**config.mk**
```make
export PLATFORM = sky130hd
export DESIGN_NAME = pio_byte_fifo
export DESIGN_NICKNAME = d
export VERILOG_FILES = /design/src/rtl/pio_fifo_pkg.sv /design/src/rtl/pio_fifo_store.sv /design/src/rtl/pio_cmd_capture.sv /design/src/rtl/pio_irq_err.sv /design/src/rtl/pio_byte_fifo.sv
export SDC_FILE = /design/constraint.sdc
export NUM_CORES = 1
export LEC_CHECK = 0
export BUFFER_PORTS_ARGS = -buffer_cell sky130_fd_sc_hd__buf_2
export CAP_MARGIN = 30
export CORE_ASPECT_RATIO = 1.1
export CORE_MARGIN = 2
export CORE_UTILIZATION = 50
export DETAILED_ROUTE_END_ITERATION = 10
export PLACE_DENSITY = 0.77
export REMOVE_ABC_BUFFERS = 1
export SYNTH_ARGS = -nofsm -noshare
export SYNTH_HDL_FRONTEND = slang
export SYNTH_SLANG_ARGS = --single-unit
```
**constraint.sdc**
```tcl
create_clock -name clk -period 5.3 [get_ports clk]
set_input_delay 0.265 -clock clk [delete_from_list [all_inputs] [get_ports clk]]
set_output_delay 0.265 -clock clk [all_outputs]
set_load 0.02 [all_outputs]
```
**src/rtl/pio_fifo_pkg.sv**
```systemverilog
package pio_fifo_pkg;

  // Occupancy after one cycle of push/pop activity.
  function automatic int occ_step(input int occ, input bit push, input bit pop);
    return occ + (push ? 1 : 0) - (pop ? 1 : 0);
  endfunction

  // Pointer advance that wraps at the storage depth.
  function automatic int wrap_inc(input int ptr, input int depth);
    return (ptr == depth - 1) ? 0 : ptr + 1;
  endfunction

  // A write is an overrun when the count sits one short of the depth.
  function automatic bit at_limit(input int occ, input int depth);
    return occ == depth - 1;
  endfunction

endpackage

```
**src/rtl/pio_fifo_store.sv**
```systemverilog
module pio_fifo_store
  import pio_fifo_pkg::*;
#(
  parameter int DEPTH = 16,
  localparam int PTR_W = $clog2(DEPTH)
) (
  input  logic             clk,
  input  logic             rst_n,
  input  logic             clear,
  input  logic             load_rsp,
  input  logic [7:0]       rsp_status,
  input  logic             push,
  input  logic [7:0]       wdata,
  input  logic             advance,
  input  logic             drain,
  output logic [PTR_W-1:0] wptr,
  output logic [PTR_W-1:0] rptr,
  output logic [7:0]       head
);

  logic [7:0] mem [DEPTH];

  assign head = mem[rptr];

  always_ff @(posedge clk or negedge rst_n) begin
    if (!rst_n) begin
      wptr <= '0;
      rptr <= '0;
      for (int i = 0; i < DEPTH; i++) mem[i] <= '0;
    end else if (clear) begin
      wptr <= '0;
      rptr <= '0;
    end else if (load_rsp) begin
      mem[0] <= rsp_status;
      mem[1] <= 8'h00;
      wptr   <= PTR_W'(2 % DEPTH);
      rptr   <= '0;
    end else begin
      if (push) mem[wptr] <= wdata;
      if (drain) begin
        wptr <= '0;
        rptr <= '0;
      end else begin
        if (push)    wptr <= PTR_W'(wrap_inc(int'(wptr), DEPTH));
        if (advance) rptr <= PTR_W'(wrap_inc(int'(rptr), DEPTH));
      end
    end
  end

endmodule

```
**src/rtl/pio_cmd_capture.sv**
```systemverilog
module pio_cmd_capture #(
  parameter int CMD_DEPTH = 32,
  localparam int CLEN_W = $clog2(CMD_DEPTH + 1),
  localparam int CIDX_W = $clog2(CMD_DEPTH)
) (
  input  logic              clk,
  input  logic              rst_n,
  input  logic              clear,
  input  logic              wr,
  input  logic [7:0]        wdata,
  input  logic [CIDX_W-1:0] idx,
  output logic [CLEN_W-1:0] len,
  output logic [7:0]        byte_out
);

  logic [7:0] buf_q [CMD_DEPTH];
  logic       room;

  assign room     = int'(len) < CMD_DEPTH;
  assign byte_out = buf_q[idx];

  always_ff @(posedge clk or negedge rst_n) begin
    if (!rst_n) begin
      len <= '0;
      for (int i = 0; i < CMD_DEPTH; i++) buf_q[i] <= '0;
    end else if (clear) begin
      len <= '0;
    end else if (wr && room) begin
      buf_q[CIDX_W'(len)] <= wdata;
      len <= len + 1'b1;
    end
  end

endmodule

```
**src/rtl/pio_irq_err.sv**
```systemverilog
module pio_irq_err (
  input  logic clk,
  input  logic rst_n,
  input  logic irq_set,
  input  logic irq_ack,
  input  logic err_set,
  input  logic err_rd,
  output logic irq,
  output logic ovr_err
);

  always_ff @(posedge clk or negedge rst_n) begin
    if (!rst_n) begin
      irq     <= 1'b0;
      ovr_err <= 1'b0;
    end else begin
      if (irq_set)      irq <= 1'b1;
      else if (irq_ack) irq <= 1'b0;
      if (err_set)      ovr_err <= 1'b1;
      else if (err_rd)  ovr_err <= 1'b0;
    end
  end

endmodule

```
**src/rtl/pio_byte_fifo.sv**
```systemverilog
module pio_byte_fifo
  import pio_fifo_pkg::*;
#(
  parameter int DEPTH     = 16,
  parameter int CMD_DEPTH = 32,
  localparam int PTR_W  = $clog2(DEPTH),
  localparam int CNT_W  = $clog2(DEPTH + 1),
  localparam int CLEN_W = $clog2(CMD_DEPTH + 1),
  localparam int CIDX_W = $clog2(CMD_DEPTH)
) (
  input  logic              clk,
  input  logic              rst_n,
  input  logic              host_wr,
  input  logic [7:0]        host_wdata,
  input  logic              host_rd,
  output logic [7:0]        host_rdata,
  input  logic              cmd_phase,
  input  logic              dir_out,
  input  logic              cmd_take,
  input  logic [CIDX_W-1:0] cmd_idx,
  output logic [7:0]        cmd_byte,
  output logic [CLEN_W-1:0] cmd_len,
  input  logic              rsp_load,
  input  logic [7:0]        rsp_status,
  output logic [CNT_W-1:0]  fifo_flags,
  output logic              irq,
  input  logic              irq_ack,
  output logic              ovr_err,
  input  logic              err_rd
);

  // Named internal events.
  logic             fifo_sel;
  logic             ev_cmd_wr;
  logic             ev_rsp;
  logic             ev_push;
  logic             ev_ovr;
  logic             ev_pop;
  logic             ev_advance;
  logic             ev_drain;
  logic [CNT_W-1:0] occ_q;
  logic [CNT_W-1:0] occ_nxt;
  logic [PTR_W-1:0] wptr;
  logic [PTR_W-1:0] rptr;
  logic [7:0]       head;

  assign fifo_sel   = !cmd_take && !rsp_load;
  assign ev_cmd_wr  = host_wr && cmd_phase && !cmd_take;
  assign ev_rsp     = rsp_load && !cmd_take;
  assign ev_ovr     = fifo_sel && host_wr && !cmd_phase && at_limit(int'(occ_q), DEPTH);
  assign ev_push    = fifo_sel && host_wr && !cmd_phase && !at_limit(int'(occ_q), DEPTH);
  assign ev_pop     = fifo_sel && host_rd && (occ_q != '0);
  assign ev_advance = ev_pop && !dir_out;
  assign occ_nxt    = CNT_W'(occ_step(int'(occ_q), ev_push, ev_pop));
  assign ev_drain   = (occ_nxt == '0);

  always_ff @(posedge clk or negedge rst_n) begin
    if (!rst_n)        occ_q <= '0;
    else if (cmd_take) occ_q <= '0;
    else if (ev_rsp)   occ_q <= CNT_W'(2);
    else               occ_q <= occ_nxt;
  end

  always_ff @(posedge clk or negedge rst_n) begin
    if (!rst_n)      host_rdata <= '0;
    else if (ev_pop) host_rdata <= dir_out ? 8'h00 : head;
  end

  assign fifo_flags = occ_q;

  pio_fifo_store #(.DEPTH(DEPTH)) u_store (
    .clk        (clk),
    .rst_n      (rst_n),
    .clear      (cmd_take),
    .load_rsp   (ev_rsp),
    .rsp_status (rsp_status),
    .push       (ev_push),
    .wdata      (host_wdata),
    .advance    (ev_advance),
    .drain      (ev_drain),
    .wptr       (wptr),
    .rptr       (rptr),
    .head       (head)
  );

  pio_cmd_capture #(.CMD_DEPTH(CMD_DEPTH)) u_cmd (
    .clk      (clk),
    .rst_n    (rst_n),
    .clear    (cmd_take),
    .wr       (ev_cmd_wr),
    .wdata    (host_wdata),
    .idx      (cmd_idx),
    .len      (cmd_len),
    .byte_out (cmd_byte)
  );

  pio_irq_err u_irq (
    .clk     (clk),
    .rst_n   (rst_n),
    .irq_set (ev_pop || ev_rsp),
    .irq_ack (irq_ack),
    .err_set (ev_ovr),
    .err_rd  (err_rd),
    .irq     (irq),
    .ovr_err (ovr_err)
  );

endmodule

```
==> run metrics <==
Congestion Overflow GR=0; Die Footprint=40200 µm²; via count=11470; hold_sp=rsp_status[2]; status=complete, no violations; Syn Area/Cell=14.2 µm²; VDD IR max=0.000321 V; area of the mapped netlist=19300 µm²; Power Dens Cells=316 nW/µm²; I/O Pins=60; Setup WS post-layout=1330 ps; TritonCTS Buffers=43; Core Rows=75; top_reg_cell synth=dfrtp_1; Routed Antenna Nets=0; FF-to-FF path depth=15; vias in the first global route=12157; start of the worst register-to-register path=fifo_flags[2]$_DFF_PN0_; Leakage=10.5 nW; die height=210 µm; Clock H-tree levels=2; Final Max Tran Viols=0; synth warn=0; EDFF count, synth=0; Pre-antenna DRT Iters=4; Clk Latency, worst-skew pair=540 ps; Hold Crit Class=in2reg; Setup-failing EPs final=0; hold depth=3; port bufs=59; FF-to-FF End=u_store.rptr[3]$_DFFE_PN0P_; Starting Density=50.7%; final hold vios=0; clk sinks=413; Area growth syn-to-layout=10.8%; Post-Syn Instances=1363; Max Clock Skew=15.0 ps; hold path endpoint=u_store.mem[122]$_DFFE_PN0P_; unrepaired setup endpoints after global routing=no; TritonCTS clock tree=yes; initial antenna violation count=3; setup TNS=0 ps; WL/cell=22.1 µm; vias per inst=5.97; Total Routing Usage GR=21.6%; drt drc=0; Slew @ Worst Pin=981 ps; CP Class=reg2reg; FF-to-FF setup slack=1330 ps; number of synthesized register bits=413; maximum number of pins on one net before global-route repair=156; MaxCap Viol Count=0; Worst slew margin=32.9%; CP Max Fanout=11; Starting DRT DRC Count=720; FMAX=252 MHz; clk root buf=clkbuf_16; die outline width=191 µm; worst path required time=5670 ps; CP endpoint kind=flop; most frequent cells in the layout=dfrtp_1, mux2_2, mux2i_1; sequential area share after synthesis=53.6%; synth unique cells=53; fin nets=1438; final cycle utilization of the critical path=74.8%; final wirelength=42500 µm; pre-CTS setup slack=1350 ps; share of cells above drive strength 1=42.1%; first-pass GRT wire length=68100 µm; HPWL Detailed=26800 µm; commonest non-fill, non-tap cell in the layout=dfrtp_1; kind of start point of the critical path=flop; clock slew at reported path FFs=60 ps; Final min period=3970 ps; post-synthesis async set-or-reset flop share=100%; Max clock buf depth=3; core region area=38100 µm²; fin util=56.1%; Worst Path Arrival=4330 ps; GP Congestion=0.845
-- sequential cells by signal, indices dropped and copies added, names as in the netlist --
register       flops
u_cmd.buf_q      256
u_store.mem      128
host_rdata         8
u_cmd.len          6
fifo_flags         5
u_store.rptr       4
u_store.wptr       4
u_irq.irq          1
u_irq.ovr_err      1
-- metal layers --
metal / track usage (%) / share of wire, % / wire length, µm / vias up
met3: 3.75 / 4.2 / 1790 / 94
met2: 35.4 / 49 / 20700 / 242
met1: 28.9 / 43 / 18500 / 6040
met5: 0.124 / 0.073 / 31 / -
met4: 8.33 / 3.7 / 1560 / 4
li1: - / - / - / 5090
-- area by class of cell --
type	instances	area, µm²
clock inverters	6	55.1
clock buffers	69	1320
multi-input cells	835	8470
fillers	3038	16700
well taps	500	626
repair buffers	83	517
diodes	2	5.00
flip-flops and latches	413	10300
inverters	14	52.6
-- worst max-delay path, cell delays in order (launching register included) --
cell,delay [ps]
dfrtp_1,410
inv_1,100
ha_1,150
or4b_1,480
nand3_1,330
inv_1,80
ha_1,310
inv_1,60
ha_1,160
inv_1,60
fa_1,390
nand2b_1,160
a21oi_1,150
xnor2_1,130
o31ai_1,730
a21oi_1,100
-- cells by family (layout without fill, tap and decap cells) --
kind of cell               Yosys count  in the layout  share of synthesized area [%]
xor gates and xnor gates             9              9                          0.408
and+or+nand+nor                    177            177                           5.16
buffers and inverters              115            172                           2.55
DFF                                413            413                           53.6
AOI/OAI and AO/OA                  132            132                           4.85
muxes                              500            500                           32.3
other                                0              2                              0
adders and majority gates           17             17                           1.14
-- power breakdown --
part | total (W) | internal, W | switching (W)
sequential | 0.00331 | 0.00325 | 0.0000583
combinational | 0.000528 | 0.000201 | 0.000326
clock | 0.00293 | 0.00174 | 0.00119
-- worst max-delay path by stage --
| stage | from | endpoint | slack (ps) | cells past startpoint |
|---|---|---|---|---|
| floorplan | fifo_flags[2]$_DFF_PN0_ | u_store.wptr[3]$_DFFE_PN0P_ | 1710 | 14 |
| global placement | fifo_flags[2]$_DFF_PN0_ | u_store.rptr[2]$_DFFE_PN0P_ | 1550 | 15 |
| detailed placement | fifo_flags[2]$_DFF_PN0_ | u_store.wptr[2]$_DFFE_PN0P_ | 1350 | 15 |
| CTS | fifo_flags[2]$_DFF_PN0_ | u_store.rptr[3]$_DFFE_PN0P_ | 1350 | 15 |
| global route | fifo_flags[2]$_DFF_PN0_ | u_store.rptr[3]$_DFFE_PN0P_ | 1050 | 15 |
| finish | fifo_flags[2]$_DFF_PN0_ | u_store.rptr[3]$_DFFE_PN0P_ | 1330 | 15 |
-- metrics by stage --
| stage | power (W) | hold WS [ps] | area (µm²) | instances |
|---|---|---|---|---|
| 5_1_grt | 0.00702 | 28.0 | 21400 | 1921 |
| 2_1_floorplan | 0.00362 | -30.6 | 18900 | 1262 |
| 6_report | 0.00676 | 34.3 | 21400 | 1922 |
| 3_5_place_dp | 0.00389 | 257 | 19900 | 1841 |
| 3_3_place_gp | 0.00387 | 252 | 19900 | 1834 |
| 4_1_cts | 0.00683 | 17.6 | 21300 | 1919 |
-- Yosys cell counts, drive strengths merged, types with 5 or more instances --
cell,count,area [µm²]
a2111oi,8,70.1
a211oi,15,113
a21o,10,75.1
a21oi,24,120
a22o,23,201
a22oi,24,180
a31oi,11,68.8
and2,8,50.1
buf,41,214
clkbuf,60,225
dfrtp,413,10300
ha,16,200
inv,14,52.6
mux2,368,4140
mux2i,70,701
mux4,62,1400
nand2,70,323
nand3,24,145
nand4,5,56.3
nor2,20,85.1
nor2b,21,131
o21ai,10,50.1
xor2,6,52.6
-- what timing repair did --
action                                 CTS  global route
setup buffers                            0             0
hold buffers                             3             0
endpoints found under the hold margin   68             0
gates resized for setup                  0             0
(Power assumes the default switching activity.)
